**config.mk**
```make
export PLATFORM = sky130hd
export DESIGN_NAME = mmio_term
export DESIGN_NICKNAME = d
export VERILOG_FILES = /design/src/rtl/term_pkg.sv /design/src/rtl/term_bus_dec.sv /design/src/rtl/term_rx_chan.sv /design/src/rtl/term_tx_chan.sv /design/src/rtl/mmio_term.sv
export SDC_FILE = /design/constraint.sdc
export NUM_CORES = 1
export LEC_CHECK = 0
export BUFFER_PORTS_ARGS = -buffer_cell sky130_fd_sc_hd__buf_2
export CAP_MARGIN = 20
export CELL_PAD_IN_SITES_DETAIL_PLACEMENT = 1
export CELL_PAD_IN_SITES_GLOBAL_PLACEMENT = 2
export CORE_MARGIN = 2
export CORE_UTILIZATION = 17
export DETAILED_ROUTE_END_ITERATION = 8
export PLACE_DENSITY = 0.79
export SYNTH_ARGS = -nofsm -noshare
export SYNTH_HDL_FRONTEND = slang
export SYNTH_SLANG_ARGS = --single-unit
export TNS_END_PERCENT = 5
```
**constraint.sdc**
```tcl
create_clock -name clk -period 3.05 [get_ports clk]
set_input_delay 0.61 -clock clk [delete_from_list [all_inputs] [get_ports clk]]
set_output_delay 0.61 -clock clk [all_outputs]
set_load 0.03 [all_outputs]
```
**src/rtl/term_pkg.sv**
```systemverilog
package term_pkg;

  typedef enum logic [1:0] {
    REG_RXCTL = 2'd0,
    REG_RXDAT = 2'd1,
    REG_TXCTL = 2'd2,
    REG_TXDAT = 2'd3
  } term_reg_e;

  localparam int NUM_REGS = 4;
  localparam int RDY_BIT  = 0;
  localparam int IE_BIT   = 1;

  // Control word: ready in bit 0, enable in bit 1, rest zero.
  function automatic logic [31:0] ctl_word(input logic rdy, input logic ie);
    logic [31:0] w;
    w = '0;
    w[RDY_BIT] = rdy;
    w[IE_BIT]  = ie;
    return w;
  endfunction

  // Byte placed in the low lane of a zeroed word.
  function automatic logic [31:0] byte_word(input logic [7:0] b);
    return {24'd0, b};
  endfunction

endpackage

```
**src/rtl/term_bus_dec.sv**
```systemverilog
module term_bus_dec
  import term_pkg::*;
#(
  parameter int          AW   = 32,
  parameter logic [31:0] BASE = 32'hFFFF_0000
) (
  input  logic                bus_sel,
  input  logic                bus_we,
  input  logic [AW-1:0]       bus_addr,
  output logic                hit,
  output term_reg_e           idx,
  output logic [NUM_REGS-1:0] rd_stb,
  output logic [NUM_REGS-1:0] wr_stb
);
  localparam logic [AW-1:0] BASE_A = BASE[AW-1:0];

  logic in_win;
  assign in_win = (bus_addr[AW-1:4] == BASE_A[AW-1:4]) && (bus_addr[1:0] == 2'b00);
  assign hit    = bus_sel && in_win;
  assign idx    = term_reg_e'(bus_addr[3:2]);

  for (genvar g = 0; g < NUM_REGS; g++) begin : g_stb
    assign rd_stb[g] = hit && !bus_we && (bus_addr[3:2] == 2'(g));
    assign wr_stb[g] = hit &&  bus_we && (bus_addr[3:2] == 2'(g));
  end
endmodule

```
**src/rtl/term_rx_chan.sv**
```systemverilog
module term_rx_chan #(
  parameter int DW = 8
) (
  input  logic          clk,
  input  logic          rst_n,
  input  logic          kbd_valid,
  input  logic [DW-1:0] kbd_byte,
  input  logic          data_rd,
  input  logic          ctl_wr,
  input  logic          ie_in,
  output logic          rdy,
  output logic          ie,
  output logic [DW-1:0] data,
  output logic          irq
);
  always_ff @(posedge clk) begin
    if (!rst_n) begin
      rdy  <= 1'b0;
      ie   <= 1'b0;
      data <= '0;
    end else begin
      if (kbd_valid) begin
        rdy  <= 1'b1;
        data <= kbd_byte;
      end else if (data_rd) begin
        rdy  <= 1'b0;
      end
      if (ctl_wr) ie <= ie_in;
    end
  end

  assign irq = rdy & ie;
endmodule

```
**src/rtl/term_tx_chan.sv**
```systemverilog
module term_tx_chan #(
  parameter int DW = 8
) (
  input  logic          clk,
  input  logic          rst_n,
  input  logic          data_wr,
  input  logic [DW-1:0] wbyte,
  input  logic          ctl_wr,
  input  logic          ie_in,
  input  logic          done,
  output logic          rdy,
  output logic          ie,
  output logic          accept,
  output logic [DW-1:0] out_byte,
  output logic          start,
  output logic          irq
);
  assign accept = data_wr & rdy;

  always_ff @(posedge clk) begin
    if (!rst_n) begin
      rdy      <= 1'b1;
      ie       <= 1'b0;
      out_byte <= '0;
      start    <= 1'b0;
    end else begin
      start <= accept;
      if (accept) begin
        out_byte <= wbyte;
        rdy      <= 1'b0;
      end else if (done) begin
        rdy      <= 1'b1;
      end
      if (ctl_wr) ie <= ie_in;
    end
  end

  assign irq = rdy & ie;
endmodule

```
**src/rtl/mmio_term.sv**
```systemverilog
module mmio_term
  import term_pkg::*;
#(
  parameter logic [31:0] BASE = 32'hFFFF_0000
) (
  input  logic        clk,
  input  logic        rst_n,
  input  logic        bus_sel,
  input  logic        bus_we,
  input  logic [31:0] bus_addr,
  input  logic [31:0] bus_wdata,
  output logic [31:0] bus_rdata,
  input  logic        kbd_valid,
  input  logic [7:0]  kbd_byte,
  output logic [7:0]  disp_byte,
  output logic        disp_start,
  input  logic        disp_done,
  output logic        irq_rx,
  output logic        irq_tx
);
  localparam int DW = 8;

  logic                hit;
  term_reg_e           idx;
  logic [NUM_REGS-1:0] rd_stb, wr_stb;
  logic                rx_rdy, rx_ie, tx_rdy, tx_ie, tx_accept;
  logic [DW-1:0]       rx_data;
  logic                rx_rd_stb, tx_store;
  logic [31:0]         mux_word;
  logic                unused_wdata_bits;

  assign unused_wdata_bits = ^bus_wdata[31:DW];

  term_bus_dec #(.AW(32), .BASE(BASE)) u_dec (
    .bus_sel(bus_sel), .bus_we(bus_we), .bus_addr(bus_addr),
    .hit(hit), .idx(idx), .rd_stb(rd_stb), .wr_stb(wr_stb)
  );

  assign rx_rd_stb = rd_stb[REG_RXDAT];
  assign tx_store  = wr_stb[REG_TXDAT];

  term_rx_chan #(.DW(DW)) u_rx (
    .clk(clk), .rst_n(rst_n),
    .kbd_valid(kbd_valid), .kbd_byte(kbd_byte),
    .data_rd(rx_rd_stb), .ctl_wr(wr_stb[REG_RXCTL]), .ie_in(bus_wdata[IE_BIT]),
    .rdy(rx_rdy), .ie(rx_ie), .data(rx_data), .irq(irq_rx)
  );

  term_tx_chan #(.DW(DW)) u_tx (
    .clk(clk), .rst_n(rst_n),
    .data_wr(tx_store), .wbyte(bus_wdata[DW-1:0]),
    .ctl_wr(wr_stb[REG_TXCTL]), .ie_in(bus_wdata[IE_BIT]), .done(disp_done),
    .rdy(tx_rdy), .ie(tx_ie), .accept(tx_accept),
    .out_byte(disp_byte), .start(disp_start), .irq(irq_tx)
  );

  always_comb begin
    case (idx)
      REG_RXCTL: mux_word = ctl_word(rx_rdy, rx_ie);
      REG_RXDAT: mux_word = byte_word(rx_data);
      REG_TXCTL: mux_word = ctl_word(tx_rdy, tx_ie);
      default:   mux_word = 32'd0;
    endcase
  end

  assign bus_rdata = (hit && !bus_we) ? mux_word : 32'd0;
endmodule

```
==> flow_summary.json <==
{
  "synth_area_leader_cell": "dfxtp_1",
  "drive_gt1_share_pct": 38.6,
  "cts_tree": "yes",
  "grt_pass1_vias": 1046,
  "multi_input_area_sq_um": 666,
  "cpPeakStageDelay_ns": 0.54,
  "pwr-share-seq_pct": 49.3,
  "swShare_pct": 28.4,
  "ctsResizeCount": 0,
  "drcViolationCount": 0,
  "clock_skew_ns": 0.00127,
  "postCtsSetupBuffers": 0,
  "synth_xor_area_share_pct": 0,
  "viasPerCell": 3.66,
  "p_sw_uw": 164,
  "crit_path_start_kind": "primary input",
  "fin_setup_tns_ns": 0,
  "ff_latch_area_sq_um": 420,
  "cts_buffers": 3,
  "place.gp.congestion": 0.695,
  "clock-sinks": 21,
  "synthAdderAreaFrac_pct": 0,
  "critPathKind": "primary input to output pin",
  "fp.coreArea_sq_um": 6830,
  "power-per-cell-area_nw_per_um2": 352,
  "synthArstFlopShare_pct": 0,
  "grtUsageTotal_pct": 7.65,
  "fill_cells": 853,
  "grt_pass1_wl_um": 4670,
  "initialDrtViolationCount": 24,
  "cts_max_level": 1,
  "p_int_uw": 413,
  "row_count": 30,
  "ir_worst_vdd_uv": 160,
  "clock_latency_ns": 0.26,
  "first_pass_iters": 4,
  "die_y_um": 88.4,
  "critPathCaptureType": "output pin",
  "combinationalPowerShare_pct": 18.5,
  "synthMuxAreaShare_pct": 16.5,
  "path_cells": "buf_2 > or4b_4 > nor4_4 > and4b_2 > and2_1 > buf_2",
  "n_antenna_cell": 0,
  "path_clk_slew_ns": 0.08,
  "drv_cap": 0,
  "clock_power_share_pct": 32.2,
  "synth_seq_area_share_pct": 34.7,
  "area_growth_pct": 35.4,
  "finalNetCount": 289,
  "min_period_ns": 2.88,
  "crit_top_cell": "buf_2",
  "cp_top_family": "simple AND/OR/NAND/NOR gates",
  "antenna_found_initial": 0,
  "status": "finished clean",
  "dp_hpwl_um": 2540,
  "synth-compound-area-share_pct": 2.07,
  "layout_common_cells": "buf_2 (72), conb_1 (24), dfxtp_1 (21)",
  "grt-ovfl-total": 0,
  "rsz0062_at_grt": "no",
  "synthSimpleGateAreaFrac_pct": 29.0,
  "min_path_type": "register to register",
  "crit_buf_inv": 2,
  "die-area_sq_um": 7810,
  "drtAntennaViolNets": 0,
  "avgSynthCellArea_sq_um": 8.83,
  "cts_buffer_depth": 2,
  "num_vias": 1119,
  "fin_util_pct": 24.0,
  "layout_setup_ws_ns": 0.171,
  "drt-total-wl_um": 3170,
  "setup_viol": 0,
  "synth_top_area_share_pct": 34.7,
  "cts-hold-fix-buffers": 0,
  "cp_slowest_cell": "or4b_4",
  "synth_ff_type": "dfxtp_1",
  "synthTopCellsByArea": "dfxtp_1 (35%), mux2i_1 (17%), buf_4 (15%)",
  "max_freq_ghz": 0.347,
  "synth-edff-count": 0,
  "p_leak_uw": 0.000819,
  "postSynthCellCount": 137,
  "final_common_cell": "buf_2",
  "cp_max_fo": 7,
  "post-route-period-util_pct": 94.4,
  "ys_seq_elements": 21,
  "yosysWarningCount": 0,
  "wl_per_cell_um": 10.3,
  "place_ws_ns": 0.128,
  "synthesis.area_sq_um": 1210,
  "cts-root-buf": "clkbuf_8",
  "grt_max_degree": 30,
  "crit_required_ns": 2.44,
  "finalMaxSlewViolations": 0,
  "finalHoldViolCount": 0,
  "synth_cell_type_count": 25,
  "die_w_um": 88.4,
  "portBuffers": 72,
  "io_pins": 121,
  "start_util_pct": 17.7,
  "crit_arrival_ns": 2.27,
  "synth_top_family_by_area": "simple AND/OR/NAND/NOR gates"
}
worst min-delay path: stages (launching register included):
cell and delay, ns:
dfxtp_1 0.31, nand2_1 0.05, mux2i_1 0.05
final timing paths:
kind | slack [ns] | cells after the start | from | end
hold / removal | 0.46 | 2 | u_tx.out_byte[7]$_SDFFE_PN0P_ | u_tx.out_byte[7]$_SDFFE_PN0P_
setup reg to reg | 1.83 | 4 | u_tx.rdy$_SDFFE_PN1P_ | u_tx.out_byte[1]$_SDFFE_PN0P_
setup / recovery | 0.17 | 6 | bus_addr[13] | bus_rdata[7]
hold reg to reg | 0.46 | 2 | u_tx.out_byte[7]$_SDFFE_PN0P_ | u_tx.out_byte[7]$_SDFFE_PN0P_
power groups by stage:
stage               clock network, uW  logic, uW  registers [uW]
finish                            185        107             284
global route                      214        118             285
CTS                               201        107             285
detailed placement                  0        107             291
global placement                    0        105             291
floorplan                           0       91.5             290
cell type report:
cell class / count / area share [%]
sequential: 21 / 25.7
clock buffer: 4 / 2.75
tap: 96 / 7.33
inverter: 1 / 0.229
multi-input combinational: 109 / 40.6
timing repair buffer: 75 / 23.4
cells in the mapped netlist (all sizes together), types with 2 or more instances:
cell and n:
mux2i 20, o21ai 2, dfxtp 21, a21oi 3, or4 2, buf 25, nand4 4, and2 8
clkbuf 4, nor2 5, nand4b 2, nand2 19, nor2b 10, nor4 2, nor3 2
routing by layer:
layer / track usage (%) / up-vias / wire length (um)
li1: - / 562 / -
met1: 8.73 / 502 / 1350
met2: 13.9 / 55 / 1510
met3: 3.08 / 0 / 312
met4: 0.826 / 0 / 0
met5: 0 / - / 0
through the flow:
| step | cell area (sq um) | hold WS (ns) | power [uW] | std cells |
|---|---|---|---|---|
| 3_3_place_gp | 1590 | 0.439 | 396 | 302 |
| 3_5_place_dp | 1590 | 0.451 | 398 | 302 |
| 2_1_floorplan | 1300 | 0.446 | 381 | 160 |
| 4_1_cts | 1640 | 0.466 | 593 | 306 |
| 6_report | 1640 | 0.457 | 576 | 306 |
| 5_1_grt | 1640 | 0.489 | 618 | 306 |
registers in the layout (all words and copies together), names as in the netlist:
name           flops
u_rx.data          8
u_tx.out_byte      8
u_rx.ie            1
u_rx.rdy           1
u_tx.ie            1
u_tx.rdy           1
u_tx.start         1
logic make-up (layout without fill, tap and decap cells):
kind of cell,count (synthesis),count (layout)
multiplexers,20,20
AO/OA/AOI/OAI,5,5
AND/OR/NAND/NOR,60,60
buffers and inverters,30,80
flip-flops,21,21
other,1,24
Note: power is estimated with default switching activity, not from simulation.
